File: src/rtl/ftp_pkg.sv
package ftp_pkg;

    localparam logic [2:0] FS_RUN        = 3'd0;
    localparam logic [2:0] FS_IDLE       = 3'd1;
    localparam logic [2:0] FS_SQUASH     = 3'd2;
    localparam logic [2:0] FS_BLOCK      = 3'd3;
    localparam logic [2:0] FS_WAIT_RESP  = 3'd4;
    localparam logic [2:0] FS_WAIT_RETRY = 3'd5;
    localparam logic [2:0] FS_IC_DONE    = 3'd6;
    localparam logic [2:0] FS_QUIESCE    = 3'd7;

    localparam logic [2:0] SEL_SINGLE = 3'd0;
    localparam logic [2:0] SEL_ROTATE = 3'd1;
    localparam logic [2:0] SEL_BRANCH = 3'd2;
    localparam logic [2:0] SEL_IQ     = 3'd3;
    localparam logic [2:0] SEL_LSQ    = 3'd4;

    function automatic logic fs_can_fetch(logic [2:0] s);
        return (s == FS_RUN) || (s == FS_IDLE) || (s == FS_IC_DONE);
    endfunction

endpackage

File: src/rtl/ftp_elig.sv
module ftp_elig #(
    parameter int NUM_THR = 4
) (
    input  logic [NUM_THR-1:0][2:0] stat,
    output logic [NUM_THR-1:0]      elig
);
    import ftp_pkg::*;

    for (genvar t = 0; t < NUM_THR; t++) begin : g_thr
        assign elig[t] = fs_can_fetch(stat[t]);
    end

endmodule

File: src/rtl/ftp_rr_pick.sv
module ftp_rr_pick #(
    parameter int NUM_THR = 4,
    parameter int TW      = 2
) (
    input  logic [NUM_THR-1:0]         elig,
    input  logic [NUM_THR-1:0][TW-1:0] order,
    output logic                       found,
    output logic [TW-1:0]              tid,
    output logic [TW-1:0]              pos
);

    always_comb begin
        found = 1'b0;
        tid   = '0;
        pos   = '0;
        // walk from the tail toward the head so the head-most hit wins
        for (int i = NUM_THR - 1; i >= 0; i--) begin
            if (elig[order[i]]) begin
                found = 1'b1;
                tid   = order[i];
                pos   = TW'(i);
            end
        end
    end

endmodule

File: src/rtl/ftp_occ_pick.sv
module ftp_occ_pick #(
    parameter int NUM_THR = 4,
    parameter int TW      = 2,
    parameter int OCC_W   = 6
) (
    input  logic [NUM_THR-1:0]            elig,
    input  logic [NUM_THR-1:0][OCC_W-1:0] occ,
    output logic                          found,
    output logic [TW-1:0]                 tid
);
    logic [OCC_W-1:0] best;

    always_comb begin
        found = 1'b0;
        tid   = '0;
        best  = '0;
        // strict less-than in ascending order keeps the lower id on ties
        for (int i = 0; i < NUM_THR; i++) begin
            if (elig[i] && (!found || occ[i] < best)) begin
                found = 1'b1;
                best  = occ[i];
                tid   = TW'(i);
            end
        end
    end

endmodule

File: src/rtl/ftp_order_rot.sv
module ftp_order_rot #(
    parameter int NUM_THR = 4,
    parameter int TW      = 2
) (
    input  logic [NUM_THR-1:0][TW-1:0] order_in,
    input  logic [TW-1:0]              pos,
    input  logic [TW-1:0]              tid,
    output logic [NUM_THR-1:0][TW-1:0] order_out
);

    for (genvar i = 0; i < NUM_THR; i++) begin : g_slot
        if (i == NUM_THR - 1) begin : g_tail
            assign order_out[i] = tid;
        end else begin : g_body
            assign order_out[i] = (TW'(i) < pos) ? order_in[i] : order_in[i+1];
        end
    end

endmodule

File: src/rtl/fetch_thread_pick.sv
module fetch_thread_pick #(
    parameter  int NUM_THR = 4,
    parameter  int OCC_W   = 6,
    localparam int TW      = (NUM_THR > 1) ? $clog2(NUM_THR) : 1
) (
    input  logic                       clk,
    input  logic                       rst_n,
    input  logic [3*NUM_THR-1:0]       status_i,
    input  logic [2:0]                 policy_i,
    input  logic [OCC_W*NUM_THR-1:0]   iq_occ_i,
    input  logic [OCC_W*NUM_THR-1:0]   lsq_occ_i,
    output logic                       grant_vld_o,
    output logic [TW-1:0]              grant_tid_o
);
    import ftp_pkg::*;

    typedef struct packed {
        logic [NUM_THR-1:0][2:0]       stat;
        logic [2:0]                    pol;
        logic [NUM_THR-1:0][OCC_W-1:0] iq;
        logic [NUM_THR-1:0][OCC_W-1:0] lsq;
        logic [NUM_THR-1:0][TW-1:0]    order;
    } sel_state_t;

    sel_state_t st_d, st_q;

    logic [NUM_THR-1:0]            elig_w;
    logic                          rr_found, occ_found;
    logic [TW-1:0]                 rr_tid, rr_pos, occ_tid;
    logic [NUM_THR-1:0][OCC_W-1:0] occ_sel;
    logic [NUM_THR-1:0][TW-1:0]    order_rot;
    logic                          gv_w;
    logic [TW-1:0]                 gt_w;

    ftp_elig #(.NUM_THR(NUM_THR)) u_elig (
        .stat (st_q.stat),
        .elig (elig_w)
    );

    ftp_rr_pick #(.NUM_THR(NUM_THR), .TW(TW)) u_rr (
        .elig  (elig_w),
        .order (st_q.order),
        .found (rr_found),
        .tid   (rr_tid),
        .pos   (rr_pos)
    );

    assign occ_sel = (st_q.pol == SEL_LSQ) ? st_q.lsq : st_q.iq;

    ftp_occ_pick #(.NUM_THR(NUM_THR), .TW(TW), .OCC_W(OCC_W)) u_occ (
        .elig  (elig_w),
        .occ   (occ_sel),
        .found (occ_found),
        .tid   (occ_tid)
    );

    ftp_order_rot #(.NUM_THR(NUM_THR), .TW(TW)) u_rot (
        .order_in  (st_q.order),
        .pos       (rr_pos),
        .tid       (rr_tid),
        .order_out (order_rot)
    );

    always_comb begin
        gv_w = 1'b0;
        gt_w = '0;
        if (NUM_THR == 1) begin
            gv_w = elig_w[0];
        end else begin
            case (st_q.pol)
                SEL_SINGLE: begin
                    gv_w = 1'b1;
                end
                SEL_ROTATE: begin
                    gv_w = rr_found;
                    gt_w = rr_found ? rr_tid : '0;
                end
                SEL_IQ, SEL_LSQ: begin
                    gv_w = occ_found;
                    gt_w = occ_found ? occ_tid : '0;
                end
                default: begin
                    gv_w = 1'b0;
                end
            endcase
        end
    end

    always_comb begin
        st_d      = st_q;
        st_d.stat = status_i;
        st_d.pol  = policy_i;
        st_d.iq   = iq_occ_i;
        st_d.lsq  = lsq_occ_i;
        if ((NUM_THR > 1) && gv_w && (st_q.pol == SEL_ROTATE)) begin
            st_d.order = order_rot;
        end
    end

    always_ff @(posedge clk or negedge rst_n) begin
        if (!rst_n) begin
            for (int t = 0; t < NUM_THR; t++) begin
                st_q.stat[t]  <= FS_BLOCK;
                st_q.order[t] <= TW'(t);
                st_q.iq[t]    <= '0;
                st_q.lsq[t]   <= '0;
            end
            st_q.pol <= SEL_ROTATE;
        end else begin
            st_q <= st_d;
        end
    end

    assign grant_vld_o = gv_w;
    assign grant_tid_o = gt_w;

endmodule

File: config.mk
export PLATFORM = sky130hd
export DESIGN_NAME = fetch_thread_pick
export DESIGN_NICKNAME = d
export VERILOG_FILES = /design/src/rtl/ftp_pkg.sv /design/src/rtl/ftp_elig.sv /design/src/rtl/ftp_rr_pick.sv /design/src/rtl/ftp_occ_pick.sv /design/src/rtl/ftp_order_rot.sv /design/src/rtl/fetch_thread_pick.sv
export SDC_FILE = /design/constraint.sdc
export NUM_CORES = 1
export LEC_CHECK = 0
export ABC_AREA = 0
export BUFFER_PORTS_ARGS = -buffer_cell sky130_fd_sc_hd__buf_2
export CAP_MARGIN = 30
export CORE_MARGIN = 2
export CORE_UTILIZATION = 54
export CTS_CLUSTER_SIZE = 14
export DETAILED_ROUTE_END_ITERATION = 8
export PLACE_DENSITY = 0.79
export SLEW_MARGIN = 15
export SYNTH_ARGS = -nofsm -noshare
export SYNTH_HDL_FRONTEND = slang
export SYNTH_SLANG_ARGS = --single-unit
export TNS_END_PERCENT = 5
File: constraint.sdc
create_clock -name clk -period 8.9 [get_ports clk]
set_input_delay 1.78 -clock clk [delete_from_list [all_inputs] [get_ports clk]]
set_output_delay 1.78 -clock clk [all_outputs]
set_load 0.005 [all_outputs]
; ---- After elaboration in Yosys (flattened, before gate mapping)
; Index checks and enable logic that the tools add are counted.
[totals]
ff_bits = 71
out_inout_bits = 3
elab_cells = 103
[classes]
order_cmp = 10
n_eq_ne = 11
muxes = 35
bitwise_logic = 3
reduce_logical = 27
[op_table]
columns = cell, count
row1 = 2-to-1 mux 2 bit, 12
row2 = 2-to-1 mux 24 bit, 1
row3 = less-than comparator 6 bit, 3
row4 = 2-to-1 mux 6 bit, 3
row5 = "equality test 3 x 1 -> 1 bit, second input constant", 5
row6 = "equality test 3 bit, second input constant", 5
row7 = zero test 3 bit, 5
row8 = 2-to-1 mux 1 bit, 13
row9 = "less-than comparator 2 x 3 -> 1 bit, second input constant", 4
row10 = logical OR 1 bit, 11
row11 = binary-select mux 1 bit (select 2 bit), 4
row12 = AND reduction 2 bit, 3
row13 = logical AND 1 bit, 4
row14 = "less-than comparator 1 x 2 -> 1 bit, first input constant", 2
row15 = one-hot mux 2 bit (2 select lines), 1
row16 = "equality test 3 x 2 -> 1 bit, second input constant", 1
row17 = zero test 1 bit, 3
row18 = NOT 1 bit, 3
row19 = one-hot mux 1 bit (3 select lines), 1
row20 = "less-than comparator 2 bit, first input constant", 1
row21 = OR reduction 2 bit, 1

; ---- Depth between registers and ports, before layout
[depth]
ltp_word = 19
depth_mapped = 26

; ---- Modules after synthesis
; From an unflattened synthesis, not the netlist that was laid out.
[hier_totals]
hier_cells = 267
area_unflattened_um2 = 3465.8
[modules_own_cells]
columns = mod, n_inst, cells_per_inst, area_per_inst_um2, seq_area_each_um2
row1 = fetch_thread_pick, 1, 116, 2272.2, 1793.0
row2 = ftp_occ_pick, 1, 92, 713.2, 0.0
row3 = ftp_rr_pick, 1, 41, 340.3, 0.0
row4 = ftp_order_rot, 1, 10, 90.1, 0.0
row5 = ftp_elig, 1, 8, 50.0, 0.0

; ---- Worst setup path after synthesis
; OpenSTA, ideal clock, no wires.
[synth_path]
path_type = reg2out
start = reg st_q[57] (netlist bit)
end = out grant_tid_o[1]
arrival_ns = 5.286
t_required_ns = 7.120
path_slack_ns = 1.834
stages_incl_launch_ff = 24
path_buffers = 2
cell_sequence = dfrtp_1 nor3b_2 buf_4 buf_2 mux2_2 ha_1 a211oi_1 nor2_1 and4bb_4 o21ai_2 o21ai_0 ha_1 a21o_1 a21o_1 a221oi_1 o21ai_0 a21o_4 mux2_4 ha_1 a21o_1 a21oi_1 o2111a_1 a41oi_1 o211ai_1
[synth_via]
elab_chain_cells = 17
elab_cells_between_ends = 26
classes_between = order compare: 3 / eq/ne: 3 / mux: 11 / reduce/logical: 9
[synth_rtl]
columns = element, line
row1 = from (decl), fetch_thread_pick.sv:25  ; sel_state_t st_d, st_q;
row2 = from (signal assigned), fetch_thread_pick.sv:110  ; st_q <= st_d;
row3 = equality test 3 bit, "fetch_thread_pick.sv:48, fetch_thread_pick.sv:70"
row4 = 2-to-1 mux 24 bit, fetch_thread_pick.sv:48  ; assign occ_sel = (st_q.pol == SEL_LSQ) ? st_q.lsq : st_q.iq;
row5 = 2-to-1 mux 6 bit, ftp_occ_pick.sv:19  ; if (elig[i] && (!found || occ[i] < best)) begin
row6 = less-than comparator 6 bit, ftp_occ_pick.sv:19
row7 = logical OR 1 bit, ftp_occ_pick.sv:19
row8 = logical AND 1 bit, ftp_occ_pick.sv:19
row9 = 2-to-1 mux 6 bit / 2-to-1 mux 1 bit (equally long branches), ftp_occ_pick.sv:19
row10 = less-than comparator 6 bit / zero test 1 bit (equally long branches), ftp_occ_pick.sv:19
row11 = logical OR 1 bit, ftp_occ_pick.sv:19
row12 = logical AND 1 bit, ftp_occ_pick.sv:19
row13 = 2-to-1 mux 6 bit / 2-to-1 mux 1 bit (equally long branches), ftp_occ_pick.sv:19
row14 = less-than comparator 6 bit / zero test 1 bit (equally long branches), ftp_occ_pick.sv:19
row15 = logical OR 1 bit, ftp_occ_pick.sv:19
row16 = logical AND 1 bit, ftp_occ_pick.sv:19
row17 = 2-to-1 mux 2 bit / 2-to-1 mux 1 bit (equally long branches), ftp_occ_pick.sv:19
row18 = 2-to-1 mux 2 bit, fetch_thread_pick.sv:80  ; gt_w = occ_found ? occ_tid : '0;
row19 = one-hot mux 2 bit (2 select lines) (*), fetch_thread_pick.sv:70  ; case (st_q.pol)
row20 = to (decl), fetch_thread_pick.sv:13  ; output logic [TW-1:0] grant_tid_o
; Mark *: on every way between the ends. The rest lies on a longest branch, timed or not.

; ---- Worst setup path after layout
[layout_path]
start = reg st_q[57] (netlist bit)
end = out grant_tid_o[0]
; The elaborated chain is that of the path after synthesis.

==> impl_metrics.ini <==
[outcome]
status = completed

[route]
vias = 2195
drt-total-wl_um = 5870
drt-vias-per-instance = 5.43
drt_iter0_drc = 165
remaining_drc_errors = 0
post_drt_wl_per_cell_um = 14.5
firstDrtPassIters = 4
drtAntennaViolNets = 0

[pwr]
p_leak_nw = 1.80
vdd_drop_max_v = 0.000111
power.density_mw_per_mm2 = 199

[setup_path]
startpoint_type = flop
crit_start = st_q[57]
cp_slowest_cell = dfrtp_1
max_stage_delay_ps = 440
worstPathRequired_ps = 7120
reg2reg_slack_ps = 6600
endpoint_kind = output port
r2r-start = st_q[59]
critPathMaxFanout = 27
crit_end = grant_tid_o[0]
r2r_cells = 6
worst_r2r_endpoint = st_q[3]
critical_path_depth = 24
criticalPathCategory = flop to output port
crit_chain = nor3b_4 > buf_4 > mux2_2 > nand2_1 > ha_1 > a211oi_1 > nor2_1 > o21ai_0 > o21ai_2 > o21ai_0 > ha_1 > a21o_1 > a21o_1 > a221oi_1 > o21ai_0 > a21o_4 > mux2_4 > ha_1 > a21o_1 > a21oi_1 > o2111a_1 > a41oi_1 > o211ai_1 > buf_2
worstPathArrival_ps = 6410
critPathTopFamily = compound AO/OA/AOI/OAI gates
path_buf_inv = 2

[layout]
multiInputGateArea_sq_mm = 0.00141
drive_gt1_share_pct = 41.9
regMostFlops = st_q
antennaDiodeCount = 0
seq_area_sq_mm = 0.00179
final-instance-count-excl-fill = 404
fin_area_sq_mm = 0.00389
largest_reg_flops = 71
nFillCells = 423
fin_nets = 404
area_growth_syn_to_layout_pct = 19.9
reg.largest.list = st_q: 71 flops

[logic_synthesis]
yosys.area.top_type = dfrtp_1
ys.flop_type = dfrtp_1
yosys_warnings = 0
synth_edf_count = 0
synthesis.area_sq_mm = 0.00324
synth_common_cells = dfrtp_1 (58), mux2_2 (21), nand2_1 (20)
synthesis.nets = 329
synth_top_area_share_pct = 44.7
seq_area_frac_synth_pct = 55.3
synth_cell_types = 49
synth.most_common_cell = dfrtp_1
ys_ff_latch = 71
synth_area_leaders = dfrtp_1 (45%), dfstp_2 (11%), mux2_2 (7.3%)
async_flop_share_pct = 100
syn_area_per_cell_sq_um = 13.0
synthCells = 249

[global_route]
grt_max_degree = 72
antenna_found_initial = 0
grt_pass1_wl_um = 9780
grt_util_all_layers_pct = 20.2
gr-total-overflow = 0
grt_pass1_vias = 2129

[place]
place.gp.congestion = 0.871
dpl.hpwl_um = 4250
dp.cells = 388
io_buffers = 67
dpl_cell_area_sq_mm = 0.00367

[clocking]
clock_latency_ps = 340
post_cts_buffers = 0
clockBufferDepth = 2
cts_sinks = 71
cts_resized = 0
cts_made_buffers = 9
clk_pin_slew_ps = 80
ctsHtreeMaxLevel = 3
holdBufCountCts = 0
tritoncts = yes
clockRootBuffer = clkbuf_8

[timing]
setup_tns_ps = 0
setup_viol = 0
slew_viol_final = 0
fin_skew_ps = 1.90
hold_viol = 0
slew_headroom_pct = 43.4
max_freq_mhz = 122
grt_setup_unrepaired = false
fin_crit_ps = 8190
worst_slew_pin_slew_ps = 843
timing.final.crit_share_pct = 92.0

[floorplanning]
core-area_sq_mm = 0.00585
chipWidth_um = 81.5
num_rows = 28
dieArea_sq_mm = 0.00664
start_util_pct = 55.5
ios = 68
die_h_um = 81.5

[flow_run]
max_cap_viol_count = 0

[worst_hold_path]
hp-class = flop to flop
power by group:
part	total, mW	switching, mW	leakage [nW]	internal, mW
clock network	0.282	0.122	0.107	0.160
logic	0.127	0.0620	0.874	0.0647
registers	0.366	0.0171	0.820	0.349
total	0.774	0.201	1.80	0.573
per-layer routing:
metal | track usage, % | wire length [um] | vias up
met5 | 0 | 0 | -
met4 | 8.14 | 110 | 0
met3 | 5.27 | 281 | 12
met2 | 30.8 | 2680 | 58
met1 | 27.6 | 2790 | 1050
li1 | - | - | 1075
cell families after synthesis:
group	count (synthesis)	share of synthesized area [%]
buffers and inverters	12	1.62
AO/OA/AOI/OAI	53	11.8
adder cells (fa/ha/maj)	15	5.78
flip-flops	71	55.3
AND/OR/NAND/NOR	54	8.87
multiplexers	44	16.7
layout by cell type (no fill, tap or decap), drive strengths merged, types with 2 or more instances in the layout:
cell,count
mux2i,14
mux2,26
dfstp,13
buf,69
inv,8
a41oi,2
dfrtp,58
clkbuf,10
o21bai,3
nand2b,4
o211ai,5
nand3,2
ha,15
o21a,4
a21o,5
clkinv,2
o21ai,15
nor2,12
a211oi,2
o22ai,2
or2,3
nand3b,5
a21oi,5
nand2,20
mux4,4
bufinv,2
metrics by stage:
step / power (mW) / worst slack [ps] / utilization [%] / hold WS, ps
CTS: 0.780 / 695 / 66.5 / 500
global route: 0.817 / 149 / 66.5 / 524
detailed placement: 0.497 / 1120 / 62.7 / 488
global placement: 0.493 / 1350 / 62.7 / 485
floorplan: 0.455 / 1830 / - / 466
finish: 0.774 / 712 / 66.5 / 500
layout make-up:
cell class | count | area share (%)
timing repair buffer | 69 | 9.01
tap | 75 | 2.41
multi-input combinational | 166 | 36.1
clock buffer | 10 | 3.28
inverter | 7 | 0.675
clock inverter | 6 | 2.41
sequential | 71 | 46.1
how the worst min path moves through the flow:
stage / start / slack (ps) / cells after the start / endpoint
2_1_floorplan: st_q[7] / 470 / 2 / st_q[7]
3_3_place_gp: st_q[7] / 480 / 2 / st_q[7]
3_5_place_dp: st_q[6] / 490 / 2 / st_q[6]
4_1_cts: st_q[6] / 500 / 2 / st_q[6]
5_1_grt: st_q[6] / 520 / 2 / st_q[6]
6_report: st_q[7] / 500 / 2 / st_q[7]
worst min-delay path, cell delays in order, from the launching register on:
cell,delay [ps]
dfstp_2,400
nand2_1,60
nand2_1,50
No activity file was read; power rests on OpenSTA's default activity.
